`src/rtl/cos_input_port.sv`:
```
module cos_input_port (
  input  logic        clk,
  input  logic        rst_n,
  input  logic [47:0] din,
  input  logic        bus_sel,
  input  logic        bus_rd,
  input  logic        bus_wr,
  input  logic [2:0]  bus_addr,
  input  logic [7:0]  bus_wdata,
  output logic [7:0]  bus_rdata,
  output logic        irq_n
);
  localparam int PORTS = 6;
  localparam int BITS  = 8;
  localparam int W     = PORTS * BITS;
  localparam logic [2:0] STAT_ADDR = 3'd7;

  logic [W-1:0]     meta, lvl, lvl_d;
  logic [PORTS-1:0] enable, pend, pend_nxt, port_hit;

  wire rd_cyc  = bus_sel & bus_rd;
  wire rd_stat = rd_cyc & (bus_addr == STAT_ADDR);
  wire wr_stat = bus_sel & bus_wr & (bus_addr == STAT_ADDR);

  always_ff @(posedge clk or negedge rst_n) begin
    if (!rst_n) begin
      meta  <= '0;
      lvl   <= '0;
      lvl_d <= '0;
    end else begin
      meta  <= din;
      lvl   <= meta;
      lvl_d <= lvl;
    end
  end

  for (genvar p = 0; p < PORTS; p++) begin : g_hit
    assign port_hit[p] = |(lvl[p*BITS +: BITS] ^ lvl_d[p*BITS +: BITS]);
  end

  always_comb begin
    pend_nxt = rd_stat ? '0 : pend;
    pend_nxt = pend_nxt | (port_hit & enable);
    if (wr_stat) pend_nxt = pend_nxt & bus_wdata[PORTS-1:0];
  end

  always_ff @(posedge clk or negedge rst_n) begin
    if (!rst_n) begin
      enable <= '0;
      pend   <= '0;
    end else begin
      pend <= pend_nxt;
      if (wr_stat) enable <= bus_wdata[PORTS-1:0];
    end
  end

  assign irq_n = ~|pend;

  always_comb begin
    bus_rdata = '0;
    if (rd_cyc) begin
      case (bus_addr)
        3'd0: bus_rdata = lvl[7:0];
        3'd1: bus_rdata = lvl[15:8];
        3'd2: bus_rdata = lvl[23:16];
        3'd4: bus_rdata = lvl[31:24];
        3'd5: bus_rdata = lvl[39:32];
        3'd6: bus_rdata = lvl[47:40];
        3'd7: bus_rdata = {1'b0, irq_n, pend};
        default: bus_rdata = '0;
      endcase
    end
  end
endmodule


```
`config.mk`:
```
export PLATFORM = sky130hd
export DESIGN_NAME = cos_input_port
export DESIGN_NICKNAME = d
export VERILOG_FILES = /design/src/rtl/cos_input_port.sv
export SDC_FILE = /design/constraint.sdc
export NUM_CORES = 1
export LEC_CHECK = 0
export BUFFER_PORTS_ARGS = -buffer_cell sky130_fd_sc_hd__buf_2
export CAP_MARGIN = 20
export CORE_UTILIZATION = 55
export CTS_CLUSTER_DIAMETER = 150
export CTS_CLUSTER_SIZE = 24
export DETAILED_ROUTE_END_ITERATION = 8
export PLACE_DENSITY = 0.81
export SKIP_LAST_GASP = 1
export SLEW_MARGIN = 0
export SYNTH_ARGS = -nofsm -noshare
export SYNTH_HDL_FRONTEND = slang
export SYNTH_SLANG_ARGS = --single-unit
```
`constraint.sdc`:
```
create_clock -name clk -period 1.98 [get_ports clk]
set_clock_uncertainty 0.05 [all_clocks]
set_input_delay 0.198 -clock clk [delete_from_list [all_inputs] [get_ports clk]]
set_output_delay 0.198 -clock clk [all_outputs]
set_load 0.01 [all_outputs]
```
== Word level (Yosys, flattened, before mapping) ==
Cells that the tools add are included.

* Bitwise logic cells: 13
* Mux-type cells: 4
* Reductions and logical operators: 9
* Equality and inequality tests: 6

{| class="wikitable"
|+ Operator list
! kind !! count
|-
| one-hot mux 8 bit (7 select lines) || 1
|-
| OR reduction 8 bit || 6
|-
| XOR 8 bit || 6
|-
| bitwise AND 6 bit || 2
|-
| equality test 3 bit, second input constant || 4
|-
| 2-to-1 mux 6 bit || 2
|-
| 2-to-1 mux 8 bit || 1
|-
| bitwise OR 6 bit || 1
|-
| OR reduction 6 bit || 1
|-
| bitwise AND 1 bit || 4
|-
| equality test 3 x 1 -> 1 bit, second input constant || 1
|-
| equality test 3 x 2 -> 1 bit, second input constant || 1
|-
| logical NOT 3 bit || 1
|-
| logical NOT 1 bit || 1
|}

* Bits in registers: 156
* Word-level logic and storage cells: 37
* Output and inout port bits: 9
* Bits of input ports: 64

== Longest topological paths before layout ==
* Depth after elaboration: 6
* Gate-level depth with buffers: 6
* Gate-level depth less buffers: 4

== Worst setup path after synthesis ==
Ideal clock, no wire load.

* Path kind: reg2out
* Start: register pend[4]
* End: output port bus_rdata[6]
* Arrival: 1340 ps
* Path buffers: 0
* Path slack: 392 ps
* Stages on the path, launching flop included: 5
* Required time: 1732 ps
* Cell sequence: dfrtp_1 or4_4 o22ai_2 a31oi_1 a21oi_1

* Longest elaborated chain between the ends: 4

{| class="wikitable"
|+ RTL lines
! element !! line !! RTL
|-
| start, declared || 19 || <nowiki>logic [PORTS-1:0] enable, pend, pend_nxt, port_hit;</nowiki>
|-
| start signal, assigned || 52 || <nowiki>pend <= pend_nxt;</nowiki>
|-
| OR reduction 6 bit || 57 || <nowiki>assign irq_n = ~|pend;</nowiki>
|-
| logical NOT 1 bit || 57 ||
|-
| one-hot mux 8 bit (7 select lines) || 62 || <nowiki>case (bus_addr)</nowiki>
|-
| 2-to-1 mux 8 bit || 61 || <nowiki>if (rd_cyc) begin</nowiki>
|-
| end, declared || 10 || <nowiki>output logic [7:0] bus_rdata,</nowiki>
|}

No other way between the ends.

== Worst setup path after layout ==
* Start: register pend[5]
* End: output port bus_rdata[6]

Same word-level chain as after synthesis.

==> impl_metrics.tcl <==
set metrics [dict create \
    wl_per_cell_um 16.9 \
    max_freq_mhz 443 \
    hp-class "primary input to asynchronous set/reset pin" \
    period_share_pct 114 \
    fp.dieW_um 99.2 \
    synth_ff_type "dfrtp_1" \
    io_pins 73 \
    die_h_um 99.2 \
    drv_slew 0 \
    detailed_place.area_mm2 0.00571 \
    synth_top_area_share_pct 75.1 \
    dpl.hpwl_um 5840 \
    synth.area.top_cells "dfrtp_1 75%, xnor2_1 8.1%, mux4_1 2.0%" \
    p_leak_nw 3.13 \
    power.density_mw_per_mm2 1030 \
    synth_area_leader_cell "dfrtp_1" \
    ir_drop_v 0.000617 \
    setup_violations 7 \
    synthCells 321 \
    synth_cell_types 33 \
    grt.total_usage_pct 22.3 \
    clk_pin_slew_ns 0.07 \
    synth_area_mm2 0.00520 \
    synthArstFlopShare_pct 100 \
    totalPowerFinal_mw 7.12 \
    preCtsSetupSlack_ns 0.186 \
    yosysSeqAreaShare_pct 75.1 \
    run_status "finished, violations left" \
    cts_buffer_depth 2 \
    cp-startpoint "pend[5]" \
    design_area_mm2 0.00694 \
    cp.arrival_ns 2.01 \
    synth.avg_cell_area_um2 16.2 \
    fin_crit_ns 2.26 \
    area_delta_synth_final_pct 33.6 \
    drive_gt1_share_pct 29.3 \
    routed_wl_um 10100 \
    start_util_pct 56.5 \
    rsz0062_at_grt "true" \
    synth_warnings 0 \
    post-route-drc-count 0 \
    synth_common_cells "156 x dfrtp_1, 48 x xnor2_1, 13 x nor2_1, 12 x nand4_1" \
    vias_per_cell 5.12 \
    fin_cells 599 \
    finalHoldViolCount 0 \
    synth_seq_cells 156 \
    critical_path_required_ns 1.73 \
    synth_nets 385 \
    antenna_found_initial 0 \
    htreeDepth 4 \
    cts_tree "done" \
    dr_total_vias 3067 \
    maxCapViolations 0 \
    nNetsFinal 539 \
    cts_buffers 17 \
    grt-ovfl-total 0 \
    grt_max_degree 62 \
    violations "negative setup slack" \
    setup_ws_ns -0.280 \
    path_class "flip-flop to primary output" \
    max_slew_margin_pct 63.2 \
    synth_edf_count 0 \
    grt_pass1_vias 3175 \
    antenna_cells 0 \
    startpoint_type "flip-flop" \
    grt_pass1_wl_um 15900 \
    dr.pass1.iters 4 \
    placed_cells 500 \
    fp-row-count 35 \
    setup.worst_path.end_class "primary output" \
    drt_iter0_markers 170 \
    io_buffers 70 \
    crit_fanout 2 \
    timing.rr.start "lvl[44]" \
    die_area_mm2 0.00984 \
    postRouteAntennaNets 0 \
    place_congestion 0.772 \
    clock-sinks 156 \
    clock_tree.root_cell "clkbuf_8" \
    yosysMostFrequentCell "dfrtp_1" \
    tightest_slew_ns 0.552 \
    core-area_mm2 0.00920 \
    clkLatencyLatePin_ns 0.52 \
]
## cell usage in the layout, fill, tap and decap left out, types with 2 or more instances in the layout
cell,n
dfrtp_1,155
buf_2,69
dlygate4sd3_1,55
xnor2_1,48
clkbuf_16,16
buf_4,15
nor2_1,13
nand4_1,12
nand2_1,10
a21oi_1,10
o21ai_0,7
mux2_2,7
mux2i_1,6
clkinv_4,6
a211oi_1,4
a22oi_1,4
mux2_4,4
nand3_1,3
nand3b_1,3
mux4_1,3
clkbuf_8,3
inv_6,3
and3_1,2
a31oi_1,2
nor2b_2,2
o22a_1,2
buf_6,2
buf_12,2
## final cells by class
type / count / area (um2)
tap: 111 / 139
inverter: 1 / 3.75
timing repair buffer: 143 / 1070
clock inverter: 13 / 133
sequential: 156 / 3910
multi-input combinational: 156 / 1250
fill: 530 / 2250
clock buffer: 19 / 442
## where the power goes
group          leakage (nW)  switching (mW)  total (mW)  internal, mW
Sequential             1.81           0.116        3.50          3.38
Combinational          1.04           0.250       0.562         0.312
Clock                 0.281            1.30        3.06          1.76
## metrics by stage
stage / hold slack, ns / util [%] / setup TNS [ns]
3_3_place_gp: 0.143 / 62.1 / 0
4_1_cts: 0.155 / 75.1 / -1.01
5_1_grt: 0.197 / 75.5 / -1.61
2_1_floorplan: -0.148 / - / 0
6_report: 0.148 / 75.5 / -1.01
3_5_place_dp: 0.153 / 62.1 / 0
## worst max-delay path: stages (launching register included)
cell and delay [ns]:
dfrtp_1 0.39, or4_4 0.55, o22ai_2 0.11, a31oi_1 0.09
a21oi_1 0.19, buf_2 0.16
## sequential cells by signal, summed over array words and instances, names as in the netlist
signal  count
lvl        48
enable      6
lvl_d      48
meta       48
pend        6
## path summary, 6_finish.rpt
| check | endpoint | slack, ns | cells after the start |
|---|---|---|---|
| max reg2reg | pend[5] | 0.58 | 5 |
| min reg2reg | lvl[38] | 0.29 | 0 |
| min | meta[32] | 0.15 | 2 |
| min in group clk | pend[3] | 0.19 | 4 |
| max | bus_rdata[6] | -0.28 | 5 |
| max in group asynchronous | meta[3] | 1.09 | 3 |
## logic make-up (layout without fill, tap and decap cells)
kind of cell,Yosys count,in the layout,synth area share [%]
flip-flops,156,156,75.1
AND/OR/NAND/NOR,53,53,5.46
XOR/XNOR,48,48,8.09
AO/OA/AOI/OAI,34,34,4.33
multiplexers,21,21,5.85
buffers and inverters,9,176,1.18
## layer usage
layer | track usage (%) | wire length [um]
met4 | 11.0 | 291
met1 | 28.6 | 4170
met2 | 36.4 | 5220
met3 | 4.99 | 438
met5 | 0 | 0
## timing repair
action / in CTS / in global routing
gates resized for setup: 2 / 6
hold buffers: 55 / 0
gates cloned: 0 / 0
buffers inserted: 9 / 4
endpoints found under the hold margin: 118 / 0
pin swaps: 6 / 2
setup endpoints to repair: 7 / 9
No activity file was read; power rests on OpenSTA's default activity.
